## config.mk

```make
export PLATFORM = sky130hd
export DESIGN_NAME = card_act_seq
export DESIGN_NICKNAME = d
export VERILOG_FILES = /design/src/rtl/card_act_pkg.sv /design/src/rtl/card_act_tick_cnt.sv /design/src/rtl/card_act_fsm.sv /design/src/rtl/card_act_out.sv /design/src/rtl/card_act_seq.sv
export SDC_FILE = /design/constraint.sdc
export NUM_CORES = 1
export LEC_CHECK = 0
export BUFFER_PORTS_ARGS = -buffer_cell sky130_fd_sc_hd__buf_2
export CAP_MARGIN = 0
export CORE_MARGIN = 1.5
export CORE_UTILIZATION = 39
export CTS_BUF_LIST = sky130_fd_sc_hd__clkbuf_16
export CTS_CLUSTER_DIAMETER = 80
export DETAILED_ROUTE_END_ITERATION = 8
export PLACE_DENSITY = 0.68
export SYNTH_ARGS = -nofsm -noshare
export SYNTH_HDL_FRONTEND = slang
export SYNTH_SLANG_ARGS = --single-unit
export TNS_END_PERCENT = 10
```

## constraint.sdc

```tcl
create_clock -name clk -period 5.5 [get_ports clk]
set_input_delay 0.825 -clock clk [delete_from_list [all_inputs] [get_ports clk]]
set_output_delay 0.825 -clock clk [all_outputs]
set_load 0.02 [all_outputs]
```

## src/rtl/card_act_pkg.sv

```systemverilog
package card_act_pkg;

    // Sequence states
    typedef enum logic [1:0] {
        ST_IDLE     = 2'd0,
        ST_WAIT_SUP = 2'd1,
        ST_RUN      = 2'd2
    } seq_state_e;

    // Timeline points in half sequence periods after supply ready
    localparam int unsigned HALF_RAMP = 3;
    localparam int unsigned HALF_IO   = 8;
    localparam int unsigned HALF_RST  = 14;
    localparam int unsigned HCNT_W    = $clog2(HALF_RST + 1);

endpackage

```

## src/rtl/card_act_tick_cnt.sv

```systemverilog
module card_act_tick_cnt
    import card_act_pkg::*;
#(
    parameter int unsigned HALF_TICKS = 32
) (
    input  logic              clk,
    input  logic              rst_n,
    input  logic              clr,
    input  logic              en,
    input  logic              tick,
    output logic [HCNT_W-1:0] half_cnt
);
    localparam int unsigned SUB_W = (HALF_TICKS > 1) ? $clog2(HALF_TICKS) : 1;
    localparam logic [SUB_W-1:0]  SUB_LAST = SUB_W'(HALF_TICKS - 1);
    localparam logic [HCNT_W-1:0] HALF_SAT = HCNT_W'(HALF_RST);

    typedef struct packed {
        logic [SUB_W-1:0]  sub;
        logic [HCNT_W-1:0] half;
    } cnt_t;

    cnt_t cnt_d, cnt_q;

    always_comb begin
        cnt_d = cnt_q;
        if (clr) begin
            cnt_d = '0;
        end else if (en && tick) begin
            if (cnt_q.sub == SUB_LAST) begin
                cnt_d.sub = '0;
                if (cnt_q.half != HALF_SAT) begin
                    cnt_d.half = cnt_q.half + 1'b1;
                end
            end else begin
                cnt_d.sub = cnt_q.sub + 1'b1;
            end
        end
    end

    always_ff @(posedge clk or negedge rst_n) begin
        if (!rst_n) begin
            cnt_q <= '0;
        end else begin
            cnt_q <= cnt_d;
        end
    end

    assign half_cnt = cnt_q.half;

endmodule

```

## src/rtl/card_act_fsm.sv

```systemverilog
module card_act_fsm
    import card_act_pkg::*;
(
    input  logic       clk,
    input  logic       rst_n,
    input  logic       sess_ok,
    input  logic       supply_ready,
    input  logic       host_rst,
    output seq_state_e state,
    output logic       late_clk
);
    typedef struct packed {
        seq_state_e st;
        logic       late;
    } fsm_t;

    fsm_t fsm_d, fsm_q;

    always_comb begin
        fsm_d = fsm_q;
        if (!sess_ok) begin
            fsm_d.st   = ST_IDLE;
            fsm_d.late = 1'b0;
        end else begin
            unique case (fsm_q.st)
                ST_IDLE: begin
                    fsm_d.st   = ST_WAIT_SUP;
                    fsm_d.late = host_rst;   // clock start mode fixed here
                end
                ST_WAIT_SUP: begin
                    if (supply_ready) begin
                        fsm_d.st = ST_RUN;
                    end
                end
                ST_RUN: begin
                    fsm_d.st = ST_RUN;
                end
                default: begin
                    fsm_d.st = ST_IDLE;
                end
            endcase
        end
    end

    always_ff @(posedge clk or negedge rst_n) begin
        if (!rst_n) begin
            fsm_q <= '{st: ST_IDLE, late: 1'b0};
        end else begin
            fsm_q <= fsm_d;
        end
    end

    assign state    = fsm_q.st;
    assign late_clk = fsm_q.late;

endmodule

```

## src/rtl/card_act_out.sv

```systemverilog
module card_act_out
    import card_act_pkg::*;
(
    input  logic              clk,
    input  logic              rst_n,
    input  logic              sess_ok,
    input  seq_state_e        state,
    input  logic              late_clk,
    input  logic [HCNT_W-1:0] half_cnt,
    input  logic              host_rst,
    output logic              supply_en,
    output logic              ramp_done,
    output logic              io_en,
    output logic              clk_gate,
    output logic              card_rst
);
    typedef struct packed {
        logic clk_on;
    } out_t;

    out_t out_d, out_q;
    logic run, at_ramp, at_io, at_rst;

    assign run     = sess_ok && (state == ST_RUN);
    assign at_ramp = half_cnt >= HCNT_W'(HALF_RAMP);
    assign at_io   = half_cnt >= HCNT_W'(HALF_IO);
    assign at_rst  = half_cnt >= HCNT_W'(HALF_RST);

    always_comb begin
        out_d = out_q;
        if (!run) begin
            out_d.clk_on = 1'b0;
        end else if (late_clk && at_io && !at_rst && !host_rst) begin
            out_d.clk_on = 1'b1;
        end
    end

    always_ff @(posedge clk or negedge rst_n) begin
        if (!rst_n) begin
            out_q <= '0;
        end else begin
            out_q <= out_d;
        end
    end

    assign supply_en = sess_ok && (state != ST_IDLE);
    assign ramp_done = run && at_ramp;
    assign io_en     = run && at_io;
    assign clk_gate  = run && ((at_io && !late_clk) || at_rst || out_q.clk_on);
    assign card_rst  = run && at_rst && host_rst;

endmodule

```

## src/rtl/card_act_seq.sv

```systemverilog
module card_act_seq
    import card_act_pkg::*;
#(
    parameter int unsigned TICKS_PER_T = 64
) (
    input  logic clk,
    input  logic rst_n,
    input  logic osc_tick,
    input  logic card_present,
    input  logic sess_cmd_n,
    input  logic host_rst,
    input  logic supply_ready,
    output logic osc_fast,
    output logic supply_en,
    output logic ramp_done,
    output logic io_en,
    output logic clk_gate,
    output logic card_rst,
    output logic present_flag
);
    localparam int unsigned HALF_TICKS = (TICKS_PER_T >= 2) ? TICKS_PER_T / 2 : 1;

    logic              sess_ok;
    seq_state_e        state;
    logic              late_clk;
    logic [HCNT_W-1:0] half_cnt;

    assign sess_ok      = !sess_cmd_n && card_present;
    assign osc_fast     = sess_ok;
    assign present_flag = card_present;

    card_act_fsm i_fsm (
        .clk          (clk),
        .rst_n        (rst_n),
        .sess_ok      (sess_ok),
        .supply_ready (supply_ready),
        .host_rst     (host_rst),
        .state        (state),
        .late_clk     (late_clk)
    );

    card_act_tick_cnt #(
        .HALF_TICKS (HALF_TICKS)
    ) i_cnt (
        .clk      (clk),
        .rst_n    (rst_n),
        .clr      (state != ST_RUN),
        .en       (sess_ok),
        .tick     (osc_tick),
        .half_cnt (half_cnt)
    );

    card_act_out i_out (
        .clk       (clk),
        .rst_n     (rst_n),
        .sess_ok   (sess_ok),
        .state     (state),
        .late_clk  (late_clk),
        .half_cnt  (half_cnt),
        .host_rst  (host_rst),
        .supply_en (supply_en),
        .ramp_done (ramp_done),
        .io_en     (io_en),
        .clk_gate  (clk_gate),
        .card_rst  (card_rst)
    );

endmodule

```

==> Implementation_results.wiki <==
{| class="wikitable"
! Metric !! Value
|-
| Run status || finished, final reports clean
|-
| DRC || 0
|-
| CTS Buf Count || 3
|-
| I/O pins || 14
|-
| Final standard cell area without fillers || 966 µm²
|-
| Largest stage delay, worst path || 0.26 ns
|-
| Netlist Area Pre-Place || 805 µm²
|-
| Fin cells || ~130
|-
| Most frequent cell after synthesis || sky130_fd_sc_hd__dfrtp_1
|-
| Mapped Avg Cell Area || about 9.6 µm²
|-
| Start-to-end type of the worst setup path || in -> out
|-
| Leading post-synthesis cells by cell area || sky130_fd_sc_hd__dfrtp_1 40%, sky130_fd_sc_hd__ha_1 11%, sky130_fd_sc_hd__a21boi_0 5.6%
|-
| First-pass iteration count of the detailed router || 3
|-
| Half-perimeter wire length of the detailed placement result || around 1100 µm
|-
| Max-cap violations || 0
|-
| Commonest register cell after synthesis || sky130_fd_sc_hd__dfrtp_1
|-
| Input/output buffers || 13
|-
| Overall die area || roughly 2300 µm²
|-
| Average wire per standard cell || about 12 µm
|-
| Post-synthesis register bit count || 13
|-
| Buf/Inv on CP || 3
|-
| Maximum ir drop on the vdd rail || approximately 0.17 mV
|-
| Placeable core region || approximately 2000 µm²
|-
| Maximum clock rate || between 300 and 400 MHz
|-
| Number of pins exceeding their max-slew limit in the final report || 0
|-
| Crit path launch type || primary input
|-
| Fill cells || between 150 and 200
|-
| Clock insertion delay at the later pin of the skew report || between 0.2 and 0.25 ns
|-
| All-layer global routing usage || between 10% and 20%
|-
| Critical-path top delay cell || sky130_fd_sc_hd__o21ba_2
|-
| Vias || about 640
|-
| Fraction of layout cells with a size suffix above 1 || around a fifth
|-
| Placed Cells incl. Taps || between 100 and 150
|-
| Clock-pin transition on the worst setup and hold timing paths || 0.04 ns
|-
| Final-report setup violation count || 0
|-
| Die X || a little under 50 µm
|-
| CTS tree || yes
|-
| Final worst clock skew || 0.00206 ns
|-
| Type of the most critical hold path || in -> async
|-
| Number of warnings reported in the yosys synthesis log || 0
|-
| Relative max-transition margin || 73.5%
|-
| Post-synth top area cell || sky130_fd_sc_hd__dfrtp_1
|-
| Violation count after the first detailed-route iteration || 8
|-
| Setup repair after global routing missed its margin || no
|-
| Number of hold buffers added after CTS || 0
|-
| Gate count of the mapped netlist || 84
|-
| CP most frequent cell || sky130_fd_sc_hd__buf_2
|-
| Final hold violations || 0
|-
| Clock Path Buffers || 2
|-
| Minimum hold slack || around 0.47 ns
|-
| Family with the most delay on the worst path || buffers and inverters
|-
| Cell at the root of the clock tree || sky130_fd_sc_hd__clkbuf_16
|-
| Level count of the clock H-tree || 1
|-
| Ordered cell list for the critical path || buf_2, nand2b_1, inv_1, nand2_1, o21ba_2, buf_2
|-
| Unique masters post-synth || 29
|-
| Sink Count || 13
|-
| Total global routing overflow || 0
|-
| DRT Wirelength || 1550 µm
|-
| Transition time at the pin with the least slew margin || approximately 0.40 ns
|-
| Ratio of final minimum period to clock period || about half
|-
| Syn-to-layout area delta || 20.1%
|-
| Count of antenna diodes in the layout || 0
|-
| Post-detailed-route via-to-cell ratio || between 5 and 6
|-
| FFs w/ async S/R, synth || 100%
|-
| Number of enable flip-flop cells after synthesis || 0
|-
| Data arrival time of the critical path || 1.84 ns
|-
| Crit end category || primary output
|-
| Sequential element share of the synthesized area || 40.4%
|-
| Post-route antenna net violation count || 0
|-
| Final min period || roughly 2.7 ns
|-
| Y dimension of the die || 48.4 µm
|-
| Static leakage || roughly 0.47 nW
|-
| Nets || about 110
|-
| Standard-cell rows || 16
|-
| Effective utilization at floorplan || 41.0%
|-
| Vias in the first global route || 656
|-
| Leading cell types by count after synthesis || 13 x sky130_fd_sc_hd__dfrtp_1, 8 x sky130_fd_sc_hd__nand2_1, 7 x sky130_fd_sc_hd__ha_1
|-
| DP Area || a little under 900 µm²
|-
| Post-cts resize count || 0
|-
| Weighted congestion reported at the end of routability-driven placement || between 0.8 and 0.9
|-
| Post-CTS setup buffer count || 0
|-
| Largest net degree at the start of global routing || 14
|-
| Share of Yosys cell area claimed by the top area cell type || 40.4%
|-
| Critical path data required time || between 4 and 5 ns
|-
| Overall power || 0.249 mW
|-
| Initial antenna violation count || 0
|-
| First-pass GRT wire length || roughly 2800 µm
|-
| Post-synth net total || 98
|-
| Power density of the placed cells || ~260 nW/µm²
|-
| Final TNS setup || 0 ns
|-
| Largest fanout of any net on the critical path || 5
|}
## flip-flops by register name, summed over array words and instances, names as in the netlist
signal and flops:
i_cnt.cnt_q 5, i_cnt.half_cnt 4, i_fsm.state 2, i_fsm.late_clk 1
i_out.out_q 1
## per-stage QoR
step	utilization (%)	setup WS [ns]
floorplan	-	2.82
global placement	45.2	2.89
detailed placement	45.2	2.83
CTS	49.2	2.82
global route	49.2	2.73
finish	49.2	2.83
## final cells by class
| type | count | area [µm²] | area share, % |
|---|---|---|---|
| Clock buffer | 3 | 75.1 | 7.77 |
| Timing Repair Buffer | 13 | 65.1 | 6.74 |
| Tap cell | 27 | 33.8 | 3.50 |
| Sequential cell | 13 | 325 | 33.7 |
| Inverter | 6 | 22.5 | 2.33 |
| Multi-Input combinational cell | 62 | 440 | 45.6 |
| Clock inverter | 1 | 3.75 | 0.389 |
## final timing paths
path,depth (start not counted),endpoint,from,slack [ns]
setup reg to reg,5,i_cnt.cnt_q[7],i_cnt.cnt_q[4],3.67
hold reg to reg,2,i_out.out_q,i_out.out_q,0.51
max in group asynchronous,1,i_cnt.half_cnt[2],rst_n,4.80
setup / recovery,6,clk_gate,sess_cmd_n,2.83
min in group clk,2,i_out.out_q,i_out.out_q,0.51
hold / removal,1,i_cnt.cnt_q[6],rst_n,0.47
## per-layer routing
metal	share of wire (%)	global-route usage [%]	vias up
met5	0	0	-
li1	-	-	322
met3	3.0	3.40	4
met4	1.8	11.0	0
met1	51	18.8	300
met2	44	24.5	12
## logic make-up after synthesis
group,synth area share [%]
adder cells (fa/ha/maj),10.9
buffers and inverters,4.82
multiplexers,4.98
AND/OR/NAND/NOR,26.1
flip-flops,40.4
AO/OA/AOI/OAI,12.8
## power breakdown
part	total, mW	internal [mW]	leakage [nW]	switching [mW]
Clock	0.135	0.0957	0.0423	0.0388
Combinational	0.0170	0.00646	0.243	0.0105
Sequential	0.0980	0.0971	0.180	0.000859
Total	0.249	0.199	0.466	0.0502
## layout by cell type, fill, tap and decap left out, types with 2 or more instances in the layout
cell type / instances
sky130_fd_sc_hd__nand2_1: 8
sky130_fd_sc_hd__o21ai_0: 3
sky130_fd_sc_hd__a21boi_0: 6
sky130_fd_sc_hd__and3_1: 2
sky130_fd_sc_hd__nand2b_1: 3
sky130_fd_sc_hd__a21oi_1: 2
sky130_fd_sc_hd__buf_2: 13
sky130_fd_sc_hd__mux2i_1: 4
sky130_fd_sc_hd__inv_1: 7
sky130_fd_sc_hd__ha_1: 7
sky130_fd_sc_hd__clkbuf_16: 3
sky130_fd_sc_hd__nand4_1: 3
sky130_fd_sc_hd__dfrtp_1: 13
sky130_fd_sc_hd__nor3_1: 2
sky130_fd_sc_hd__nor2_1: 6
sky130_fd_sc_hd__nand3_1: 4
Note: power is estimated with default switching activity, not from simulation.
